===== src/rtl/spi_irq_pkg.sv =====
// Shared constants for the serial-port interrupt unit.
// Assumes: status and clear bit positions are visible to software and must not move.
package spi_irq_pkg;
    localparam int NUM_SRC    = 5;
    localparam int NUM_STICKY = 3;

    // Raw/masked status bit positions
    localparam int ST_TX_THR  = 0;
    localparam int ST_TX_OVF  = 1;
    localparam int ST_RX_UDF  = 2;
    localparam int ST_RX_OVF  = 3;
    localparam int ST_RX_THR  = 4;

    // Clear register bit positions
    localparam int CL_ALL     = 0;
    localparam int CL_RX_UDF  = 1;
    localparam int CL_RX_OVF  = 2;
    localparam int CL_TX_OVF  = 3;
    localparam int CL_W       = 4;

    // Sticky bank slot order
    localparam int SK_TX_OVF  = 0;
    localparam int SK_RX_UDF  = 1;
    localparam int SK_RX_OVF  = 2;

    typedef enum logic [2:0] {
        A_TX_THR = 3'd0,
        A_RX_THR = 3'd1,
        A_MASK   = 3'd2,
        A_RAW    = 3'd3,
        A_MSKD   = 3'd4,
        A_CLEAR  = 3'd5
    } irq_addr_e;
endpackage


===== src/rtl/spi_irq_cfg_regs.sv =====
// Writable configuration of the interrupt unit: both thresholds and the mask.
// It also turns a write to the clear address into a one-cycle clear pulse.
// Assumes: DATA_W >= LVL_W and DATA_W >= NUM_SRC. Writes take effect at the next edge.
module spi_irq_cfg_regs
    import spi_irq_pkg::*;
#(
    parameter int LVL_W  = 6,
    parameter int DATA_W = 8
) (
    input  logic              clk,
    input  logic              rst_n,
    input  logic [2:0]        reg_addr,
    input  logic              reg_wr,
    input  logic [DATA_W-1:0] reg_wdata,
    output logic [LVL_W-1:0]  tx_thr_o,
    output logic [LVL_W-1:0]  rx_thr_o,
    output logic [NUM_SRC-1:0] mask_o,
    output logic [CL_W-1:0]   clr_o
);
    logic unused_wdata_hi;
    assign unused_wdata_hi = ^reg_wdata[DATA_W-1:LVL_W];

    // Threshold and mask storage, loaded on an addressed write
    always_ff @(posedge clk) begin
        if (!rst_n) begin
            tx_thr_o <= '0;
            rx_thr_o <= '0;
            mask_o   <= '0;
        end else if (reg_wr) begin
            case (reg_addr)
                A_TX_THR: tx_thr_o <= reg_wdata[LVL_W-1:0];
                A_RX_THR: rx_thr_o <= reg_wdata[LVL_W-1:0];
                A_MASK:   mask_o   <= reg_wdata[NUM_SRC-1:0];
                default:  ;
            endcase
        end
    end

    // Clear pulse, present only in the cycle of the write
    always_comb begin
        clr_o = '0;
        if (reg_wr && reg_addr == A_CLEAR) clr_o = reg_wdata[CL_W-1:0];
    end

    // a mask write shows up on the mask output one cycle later
    a_r6_mask_load: assert property (@(posedge clk) disable iff (!rst_n)
        (reg_wr && reg_addr == A_MASK) |=> (mask_o == $past(reg_wdata[NUM_SRC-1:0])));

    // writes to the read-only status addresses keep the configuration
    a_r12_ro_write: assert property (@(posedge clk) disable iff (!rst_n)
        (reg_wr && (reg_addr == A_RAW || reg_addr == A_MSKD)) |=>
        ($stable(mask_o) && $stable(tx_thr_o) && $stable(rx_thr_o)));
endmodule


===== src/rtl/spi_irq_event_detect.sv =====
// Works out the level-based threshold hits and the one-cycle error events
// from the FIFO levels and the push, pop and frame strobes.
// Assumes: levels run from 0 to FIFO_DEPTH; full means level == FIFO_DEPTH.
module spi_irq_event_detect #(
    parameter int FIFO_DEPTH = 32,
    parameter int LVL_W      = 6
) (
    input  logic             clk,
    input  logic             rst_n,
    input  logic [LVL_W-1:0] tx_level,
    input  logic [LVL_W-1:0] rx_level,
    input  logic [LVL_W-1:0] tx_thr,
    input  logic [LVL_W-1:0] rx_thr,
    input  logic             tx_push,
    input  logic             rx_pop,
    input  logic             rx_frame_in,
    output logic             tx_thr_hit,
    output logic             rx_thr_hit,
    output logic             ev_tx_ovf,
    output logic             ev_rx_udf,
    output logic             ev_rx_ovf
);
    localparam logic [LVL_W-1:0] FULL_LVL = LVL_W'(FIFO_DEPTH);

    logic tx_full, rx_full, rx_empty;

    // FIFO state flags taken from the levels
    always_comb begin
        tx_full  = (tx_level == FULL_LVL);
        rx_full  = (rx_level == FULL_LVL);
        rx_empty = (rx_level == '0);
    end

    // Live threshold comparisons
    always_comb begin
        tx_thr_hit = (tx_level <= tx_thr);
        rx_thr_hit = (rx_level >= rx_thr);
    end

    // Error events, one cycle wide
    always_comb begin
        ev_tx_ovf = tx_push     && tx_full;
        ev_rx_udf = rx_pop      && rx_empty;
        ev_rx_ovf = rx_frame_in && rx_full;
    end

    // an empty transmit FIFO is always at or below any threshold
    a_r1_tx_empty_hit: assert property (@(posedge clk) disable iff (!rst_n)
        (tx_level == '0) |-> tx_thr_hit);

    // a zero receive threshold is always reached
    a_r2_rx_zero_thr: assert property (@(posedge clk) disable iff (!rst_n)
        (rx_thr == '0) |-> rx_thr_hit);
endmodule


===== src/rtl/spi_irq_sticky.sv =====
// A bank of sticky event bits. A set pulse wins over a clear in the same cycle.
// Assumes: set and clear vectors are already in bank slot order.
module spi_irq_sticky #(
    parameter int NUM = 3
) (
    input  logic           clk,
    input  logic           rst_n,
    input  logic [NUM-1:0] set_i,
    input  logic [NUM-1:0] clr_i,
    output logic [NUM-1:0] q_o
);
    for (genvar g = 0; g < NUM; g++) begin : g_bit
        // One sticky flag: set has priority, clear otherwise, else hold
        always_ff @(posedge clk) begin
            if (!rst_n)        q_o[g] <= 1'b0;
            else if (set_i[g]) q_o[g] <= 1'b1;
            else if (clr_i[g]) q_o[g] <= 1'b0;
        end

        // an event in the clear cycle leaves the bit set
        a_r10_set_wins: assert property (@(posedge clk) disable iff (!rst_n)
            set_i[g] |=> q_o[g]);

        // a clear with no event empties the bit
        a_r8_clear: assert property (@(posedge clk) disable iff (!rst_n)
            (clr_i[g] && !set_i[g]) |=> !q_o[g]);

        // without set or clear the bit holds
        a_r3_hold: assert property (@(posedge clk) disable iff (!rst_n)
            (!clr_i[g] && !set_i[g]) |=> $stable(q_o[g]));
    end
endmodule


===== src/rtl/spi_irq_ctrl.sv =====
// Top of the serial-port interrupt unit. It assembles the raw status from the
// live threshold bits and the sticky error bits, applies the mask, drives the
// interrupt line and serves the register read port.
// Assumes: DATA_W >= LVL_W and DATA_W >= 5; reads are combinational.
module spi_irq_ctrl
    import spi_irq_pkg::*;
#(
    parameter int  FIFO_DEPTH = 32,
    parameter int  DATA_W     = 8,
    localparam int LVL_W      = $clog2(FIFO_DEPTH + 1)
) (
    input  logic              clk,
    input  logic              rst_n,
    input  logic [LVL_W-1:0]  tx_level,
    input  logic [LVL_W-1:0]  rx_level,
    input  logic              tx_push,
    input  logic              rx_pop,
    input  logic              rx_frame_in,
    input  logic [2:0]        reg_addr,
    input  logic              reg_wr,
    input  logic [DATA_W-1:0] reg_wdata,
    output logic [DATA_W-1:0] reg_rdata,
    output logic              irq
);
    logic [LVL_W-1:0]      tx_thr, rx_thr;
    logic [NUM_SRC-1:0]    mask_q;
    logic [CL_W-1:0]       clr_pulse;
    logic                  tx_thr_hit, rx_thr_hit;
    logic                  ev_tx_ovf, ev_rx_udf, ev_rx_ovf;
    logic [NUM_STICKY-1:0] sk_set, sk_clr, sk_q;
    logic [NUM_SRC-1:0]    raw_st, msk_st;

    spi_irq_cfg_regs #(.LVL_W(LVL_W), .DATA_W(DATA_W)) u_cfg (
        .clk(clk), .rst_n(rst_n),
        .reg_addr(reg_addr), .reg_wr(reg_wr), .reg_wdata(reg_wdata),
        .tx_thr_o(tx_thr), .rx_thr_o(rx_thr), .mask_o(mask_q), .clr_o(clr_pulse)
    );

    spi_irq_event_detect #(.FIFO_DEPTH(FIFO_DEPTH), .LVL_W(LVL_W)) u_evt (
        .clk(clk), .rst_n(rst_n),
        .tx_level(tx_level), .rx_level(rx_level),
        .tx_thr(tx_thr), .rx_thr(rx_thr),
        .tx_push(tx_push), .rx_pop(rx_pop), .rx_frame_in(rx_frame_in),
        .tx_thr_hit(tx_thr_hit), .rx_thr_hit(rx_thr_hit),
        .ev_tx_ovf(ev_tx_ovf), .ev_rx_udf(ev_rx_udf), .ev_rx_ovf(ev_rx_ovf)
    );

    // Put set events and clear bits into bank slot order
    always_comb begin
        sk_set[SK_TX_OVF] = ev_tx_ovf;
        sk_set[SK_RX_UDF] = ev_rx_udf;
        sk_set[SK_RX_OVF] = ev_rx_ovf;
        sk_clr[SK_TX_OVF] = clr_pulse[CL_ALL] | clr_pulse[CL_TX_OVF];
        sk_clr[SK_RX_UDF] = clr_pulse[CL_ALL] | clr_pulse[CL_RX_UDF];
        sk_clr[SK_RX_OVF] = clr_pulse[CL_ALL] | clr_pulse[CL_RX_OVF];
    end

    spi_irq_sticky #(.NUM(NUM_STICKY)) u_sticky (
        .clk(clk), .rst_n(rst_n),
        .set_i(sk_set), .clr_i(sk_clr), .q_o(sk_q)
    );

    // Raw status in software bit order, then the mask
    always_comb begin
        raw_st            = '0;
        raw_st[ST_TX_THR] = tx_thr_hit;
        raw_st[ST_TX_OVF] = sk_q[SK_TX_OVF];
        raw_st[ST_RX_UDF] = sk_q[SK_RX_UDF];
        raw_st[ST_RX_OVF] = sk_q[SK_RX_OVF];
        raw_st[ST_RX_THR] = rx_thr_hit;
        msk_st            = raw_st & mask_q;
    end

    // Interrupt line: any enabled source
    always_comb irq = |msk_st;

    // Register read port
    always_comb begin
        case (reg_addr)
            A_TX_THR: reg_rdata = DATA_W'(tx_thr);
            A_RX_THR: reg_rdata = DATA_W'(rx_thr);
            A_MASK:   reg_rdata = DATA_W'(mask_q);
            A_RAW:    reg_rdata = DATA_W'(raw_st);
            A_MSKD:   reg_rdata = DATA_W'(msk_st);
            default:  reg_rdata = '0;
        endcase
    end

    // with every source disabled there is no interrupt
    a_r7_mask_off: assert property (@(posedge clk) disable iff (!rst_n)
        (mask_q == '0) |-> !irq);

    // a clear-all write with no event leaves no sticky bit set
    a_r9_clear_all: assert property (@(posedge clk) disable iff (!rst_n)
        (reg_wr && reg_addr == A_CLEAR && reg_wdata[CL_ALL] && !ev_tx_ovf && !ev_rx_udf && !ev_rx_ovf)
        |=> (sk_q == '0));

    // a push into a full transmit FIFO is recorded
    a_r3_tx_ovf: assert property (@(posedge clk) disable iff (!rst_n)
        (tx_push && tx_level == LVL_W'(FIFO_DEPTH)) |=> sk_q[SK_TX_OVF]);
endmodule


===== config.mk =====
export PLATFORM = sky130hd
export DESIGN_NAME = spi_irq_ctrl
export DESIGN_NICKNAME = d
export VERILOG_FILES = /design/src/rtl/spi_irq_pkg.sv /design/src/rtl/spi_irq_cfg_regs.sv /design/src/rtl/spi_irq_event_detect.sv /design/src/rtl/spi_irq_sticky.sv /design/src/rtl/spi_irq_ctrl.sv
export SDC_FILE = /design/constraint.sdc
export NUM_CORES = 1
export LEC_CHECK = 0
export BUFFER_PORTS_ARGS = -buffer_cell sky130_fd_sc_hd__buf_2
export CORE_MARGIN = 2
export CORE_UTILIZATION = 52
export DETAILED_ROUTE_END_ITERATION = 10
export HOLD_SLACK_MARGIN = 0.08
export PLACE_DENSITY = 0.82
export SYNTH_ARGS = -nofsm -noshare
export SYNTH_HDL_FRONTEND = slang
export SYNTH_SLANG_ARGS = --single-unit

===== constraint.sdc =====
create_clock -name clk -period 2 [get_ports clk]
set_input_delay 0.2 -clock clk [delete_from_list [all_inputs] [get_ports clk]]
set_output_delay 0.2 -clock clk [all_outputs]
set_load 0.01 [all_outputs]

After elaboration in Yosys (flattened, before gate mapping) --
Index checks and enable logic that the tools add are counted.
Storage, ports and cells: register bits 20, logic and storage cells 40, memory bits (read-only) 0, bits of input ports 29, latch bits 0, memory bits (writable) 0, memories 0
Operators by class: order comparisons 2, divide/modulo/power cells 0, multiply operators 0, $add $sub $neg 0, bitwise logic cells 4, equality and inequality tests 7, muxes and demuxes 8, reduce and logical (&&, ||, !) cells 13, shift operators 0
Operators by type and width (count):
- 6-bit one-hot mux with 5 select lines | 1
- 6-bit == test (second input constant) | 2
- 3-bit by 2-bit == test with 1-bit output (second input constant) | 2
- 3-bit == test (second input constant) | 2
- 6-bit >= comparator | 1
- 6-bit less-or-equal comparator | 1
- 6-bit logical NOT | 1
- 1-bit 2-to-1 mux | 6
- 2-bit AND reduction | 3
- 2-bit nonzero test | 3
- 5-bit AND | 1
- 5-bit OR reduction | 1
- 1-bit logical AND | 4
- 4-bit 2-to-1 mux | 1
- 3-bit by 1-bit == test with 1-bit output (second input constant) | 1
- 3-bit logical NOT | 1
- 1-bit OR | 3

Depth between registers and ports, before layout --
depth after elaboration 6, gate-level depth with buffers 7, depth with buffers taken out 7

By module --
Synthesis repeated with hierarchy kept, for this count alone.
Unflattened totals: cells, all modules 171, area total of the unflattened synthesis 1493.9 µm²
By module, submodules not included:
- spi_irq_cfg_regs | cells an instance 70, sequential area each 340.3 µm², area an instance 690.7 µm², times used 1
- spi_irq_ctrl | cells an instance 45, sequential area each 0.0 µm², area an instance 340.3 µm², times used 1
- spi_irq_event_detect | cells an instance 47, sequential area each 0.0 µm², area an instance 339.1 µm², times used 1
- spi_irq_sticky | cells an instance 9, sequential area each 60.1 µm², area an instance 123.9 µm², times used 1

Least setup slack after synthesis --
No wires, ideal clock.
kind reg-to-output, start register u_cfg.tx_thr_o[5], end output reg_rdata[0], path buffers 0, cell stages (with the launch flop) 7, arrival time 1.521 ns, slack 0.279 ns, cells stage by stage dfxtp_1 > inv_1 > ha_1 > and4_1 > a221oi_1 > o21ai_0 > o22ai_1
Between the ends: word-level cells in the longest chain between the ends 3
RTL lines:
- from (decl) | line spi_irq_cfg_regs.sv:15 | output logic [LVL_W-1:0] tx_thr_o,
- from (signal assigned) | line spi_irq_cfg_regs.sv:31 | A_TX_THR: tx_thr_o <= reg_wdata[LVL_W-1:0];
- 6-bit less-or-equal comparator (*) | line spi_irq_event_detect.sv:36 | tx_thr_hit = (tx_level <= tx_thr);
- 5-bit AND | line spi_irq_ctrl.sv:71 | msk_st = raw_st & mask_q;
- 6-bit one-hot mux with 5 select lines (*) | line spi_irq_ctrl.sv:79 | case (reg_addr)
- to (decl) | line spi_irq_ctrl.sv:22 | output logic [DATA_W-1:0] reg_rdata,
Every way passes the cells marked *; elsewhere a longest branch is shown, timed or not.

Worst setup path in the final report --
Same ends and word-level chain as after synthesis.

==> metrics.txt <==
# TYPE chip_impl_metric gauge
chip_impl_info{name="ordered_list_of_cells_on_the_worst_path",value="inv_2, ha_4, and4_4, nand4_1, a31oi_2, a31oi_1, o22ai_1, buf_2"} 1
chip_impl_info{name="synth_ff_type",value="sky130_fd_sc_hd__dfxtp_1"} 1
chip_impl_metric{name="antenna-diode-count",unit=""} 0
chip_impl_metric{name="post_drt_wl_per_cell",unit="µm"} 16.0
chip_impl_metric{name="slew_headroom",unit=""} 0.570
chip_impl_info{name="synth_top_area_cell",value="sky130_fd_sc_hd__dfxtp_1"} 1
chip_impl_metric{name="maxCapViolations",unit=""} 0
chip_impl_metric{name="nets",unit=""} 246
chip_impl_info{name="status",value="finished with violations"} 1
chip_impl_info{name="crit_path_top_delay_cell",value="sky130_fd_sc_hd__dfxtp_2"} 1
chip_impl_metric{name="place.port_buffers",unit=""} 33
chip_impl_metric{name="clkTransAtPathRegs",unit="ns"} 0.11
chip_impl_info{name="root_buffer",value="sky130_fd_sc_hd__clkbuf_4"} 1
chip_impl_metric{name="total_via_count_in_the_routed_design",unit=""} 1414
chip_impl_metric{name="critPathArrivalTime",unit="ns"} 1.95
chip_impl_info{name="synth_commonest_cells",value="sky130_fd_sc_hd__mux2i_1 (22), sky130_fd_sc_hd__dfxtp_1 (20), sky130_fd_sc_hd__nor2b_1 (20)"} 1
chip_impl_metric{name="rows",unit=""} 18
chip_impl_info{name="crit-reg2reg-launch",value="u_sticky.q_o[0]$_SDFFE_PN0P_"} 1
chip_impl_info{name="failed_checks",value="setup timing"} 1
chip_impl_metric{name="synth.yosys.warnings",unit=""} 0
chip_impl_metric{name="cts-hold-fix-buffers",unit=""} 0
chip_impl_metric{name="r2r.worst_path.cells",unit=""} 2
chip_impl_metric{name="grt_max_degree",unit=""} 21
chip_impl_metric{name="drt-initial-drc-count",unit=""} 69
chip_impl_metric{name="fin_crit",unit="ns"} 2.15
chip_impl_info{name="most_common_cell_in_the_netlist",value="sky130_fd_sc_hd__mux2i_1"} 1
chip_impl_metric{name="fmax",unit="MHz"} 464
chip_impl_metric{name="place_inst",unit=""} 224
chip_impl_metric{name="worst_clock_skew",unit="ns"} 0
chip_impl_metric{name="r2r_setup_slack",unit="ns"} 1.23
chip_impl_metric{name="static-leakage-power",unit="nW"} 0.703
chip_impl_metric{name="number_of_buffers_created_by_cts",unit=""} 3
chip_impl_metric{name="top_level_ports",unit=""} 38
chip_impl_metric{name="synth_largest_type_area_fraction",unit=""} 0.282
chip_impl_metric{name="drt-total-wl",unit="mm"} 3.76
chip_impl_metric{name="number_of_failing_setup_endpoints_in_the_final_timing_report",unit=""} 1
chip_impl_metric{name="worst-endpoint-required",unit="ns"} 1.80
chip_impl_metric{name="flow.area_growth_from_synthesis",unit="%"} 25.6
chip_impl_metric{name="htreeDepth",unit=""} 1
chip_impl_metric{name="drc_errors",unit=""} 0
chip_impl_metric{name="starting_utilization_of_the_core_area",unit=""} 0.559
chip_impl_metric{name="synth_edf_count",unit=""} 0
chip_impl_metric{name="max_slew.worst_pin.slew",unit="ns"} 0.642
chip_impl_info{name="ys_top_cells_by_area",value="sky130_fd_sc_hd__dfxtp_1 (28%), sky130_fd_sc_hd__mux2i_1 (15%), sky130_fd_sc_hd__ha_1 (11%), sky130_fd_sc_hd__nor2b_1 (8.8%), sky130_fd_sc_hd__inv_1 (4.2%)"} 1
chip_impl_metric{name="global_route_wire_length_before_repair",unit="mm"} 5.85
chip_impl_metric{name="groute.usage.overall",unit=""} 0.234
chip_impl_metric{name="postSynthCellCount",unit=""} 167
chip_impl_metric{name="post-route-period-util",unit=""} 1.08
chip_impl_metric{name="final_antenna_net_count",unit=""} 0
chip_impl_info{name="type_of_element_launching_the_critical_path",value="flip-flop"} 1
chip_impl_info{name="hold_crit_path_type",value="input port to flip-flop"} 1
chip_impl_metric{name="synth.distinct_cells",unit=""} 35
chip_impl_metric{name="core_footprint",unit="µm²"} 2540
chip_impl_metric{name="timing.critical_path.slowest_cell_delay",unit="ns"} 0.35
chip_impl_metric{name="antenna_found_initial",unit=""} 0
chip_impl_metric{name="total_gr_overflow",unit=""} 0
chip_impl_metric{name="async_flop_share",unit=""} 0
chip_impl_metric{name="whs",unit="ns"} 0.174
chip_impl_metric{name="final_layout_size_suffix_gt1_frac",unit=""} 0.343
chip_impl_metric{name="place_hpwl",unit="mm"} 2.68
chip_impl_info{name="endpoint_kind",value="output pin"} 1
chip_impl_metric{name="place.gp.congestion",unit=""} 0.858
chip_impl_info{name="clock_tree_from_tritoncts",value="done"} 1
chip_impl_metric{name="drt_pre_antenna_iters",unit=""} 4
chip_impl_metric{name="dieArea",unit="µm²"} 3170
chip_impl_metric{name="pwr_density_cell",unit="nW/µm²"} 470
chip_impl_metric{name="synth.ff_latch_count",unit=""} 20
chip_impl_metric{name="mappedNetlistArea",unit="µm²"} 1420
chip_impl_info{name="worstSetupStartpoint",value="u_cfg.tx_thr_o[5]$_SDFFE_PN0P_"} 1
chip_impl_metric{name="worstSkewPairLatency",unit="ns"} 0.30
chip_impl_metric{name="cts-root-to-sink-buffers",unit=""} 2
chip_impl_metric{name="critical_path_peak_fanout",unit=""} 3
chip_impl_info{name="criticalPathCategory",value="flip-flop to output pin"} 1
chip_impl_metric{name="timing.final.max_slew_violations",unit=""} 0
chip_impl_metric{name="syn_avg_cell_area",unit="µm²"} 8.51
chip_impl_metric{name="final-instance-count-excl-fill",unit=""} 234
chip_impl_metric{name="timing_hold_violations_final",unit=""} 0
chip_impl_metric{name="die_x",unit="µm"} 56.3
chip_impl_metric{name="clock_sinks",unit=""} 20
chip_impl_info{name="worstSetupEndpoint",value="reg_rdata[0]"} 1
chip_impl_metric{name="dieHeight",unit="µm"} 56.3
chip_impl_metric{name="irDropWorstVdd",unit="µV"} 355
chip_impl_info{name="setup_repair_after_global_routing_missed_its_margin",value="true"} 1
chip_impl_metric{name="drt-vias-per-instance",unit=""} 6.04
chip_impl_metric{name="final_critical_path_setup_slack",unit="ns"} -0.154
chip_impl_metric{name="first_global_vias",unit=""} 1290
chip_impl_info{name="endpoint_of_the_worst_slack_reg_to_reg_timing_path",value="u_sticky.q_o[0]$_SDFFE_PN0P_"} 1
chip_impl_metric{name="synth_sequential_area_ratio",unit=""} 0.282
## placed cells by master, fill, tap and decap left out, types with 6 or more instances in the layout
| cell | n |
|---|---|
| sky130_fd_sc_hd__dfxtp_2 | 7 |
| sky130_fd_sc_hd__nor2_1 | 11 |
| sky130_fd_sc_hd__ha_4 | 6 |
| sky130_fd_sc_hd__ha_1 | 6 |
| sky130_fd_sc_hd__buf_2 | 33 |
| sky130_fd_sc_hd__dfxtp_1 | 13 |
| sky130_fd_sc_hd__inv_1 | 14 |
| sky130_fd_sc_hd__nor2b_1 | 20 |
| sky130_fd_sc_hd__mux2i_1 | 22 |
| sky130_fd_sc_hd__buf_4 | 7 |
## sequential cells by signal, indices dropped and copies added (netlist names)
| signal | cells |
|---|---|
| u_sticky.q_o | 3 |
| u_cfg.mask_o | 5 |
| u_cfg.rx_thr_o | 6 |
| u_cfg.tx_thr_o | 6 |
## timing repair
item | CTS | global route
resized for setup | 15 | 11
pin swaps | 8 | 14
endpoints found under the setup margin | 3 | 3
buffers inserted | 4 | 2
## where the power goes
part	internal, mW	total [mW]	switching (mW)
clock network	0.111	0.238	0.127
logic	0.0879	0.189	0.101
registers	0.406	0.413	0.00644
## final cells by class
cell class | count | area [µm²]
multi-input cells | 124 | 1020
flip-flops and latches | 20 | 409
well taps | 30 | 37.5
inverters | 16 | 60.1
fillers | 203 | 759
repair buffers | 40 | 218
clock buffers | 4 | 36.3
## how the worst min path moves through the flow
stage,start,to,slack (ns),depth (start not counted)
6_report,rx_frame_in,u_sticky.q_o[2]$_SDFFE_PN0P_,0.17,3
5_1_grt,rx_frame_in,u_sticky.q_o[2]$_SDFFE_PN0P_,0.19,3
4_1_cts,rx_frame_in,u_sticky.q_o[2]$_SDFFE_PN0P_,0.18,3
3_5_place_dp,rx_frame_in,u_sticky.q_o[2]$_SDFFE_PN0P_,0.50,3
3_3_place_gp,rx_pop,u_sticky.q_o[1]$_SDFFE_PN0P_,0.49,3
2_1_floorplan,rx_level[5],u_sticky.q_o[2]$_SDFFE_PN0P_,0.36,2
## critical path: cells and delay by family, from the launching register on
| kind | cells | cell delay [ns] |
|---|---|---|
| fa+ha+maj | 1 | 0.25 |
| flops | 1 | 0.35 |
| simple gates | 2 | 0.34 |
| compound gates | 3 | 0.48 |
| buf+inv | 2 | 0.21 |
## metal layers
| metal | part of all wire | global-route usage |
|---|---|---|
| met3 | 0.080 | 0.0576 |
| met2 | 0.50 | 0.429 |
| met1 | 0.40 | 0.269 |
| met5 | 0 | 0 |
| met4 | 0.021 | 0.0578 |
## per-stage QoR
stage	power, mW	TNS [ns]	setup slack (ns)	instance area, µm²	util
finish	0.840	-0.154	-0.154	1790	0.702
global route	0.877	-0.320	-0.237	1790	0.702
detailed placement	0.575	0	0.0730	1590	0.624
global placement	0.567	0	0.104	1590	0.624
floorplan	0.519	0	0.279	1430	-
CTS	0.818	-0.0915	-0.0915	1710	0.671
## logic make-up after synthesis
kind of cell             count (synthesis)  share of synthesized area
AND/OR/NAND/NOR                         56                      0.239
AO/OA/AOI/OAI                           32                      0.141
buffers and inverters                   24                     0.0757
multiplexers                            22                      0.155
flip-flops                              20                      0.282
adder cells (fa/ha/maj)                 12                      0.106
other                                    1                    0.00264
Note: power is estimated with default switching activity, not from simulation.
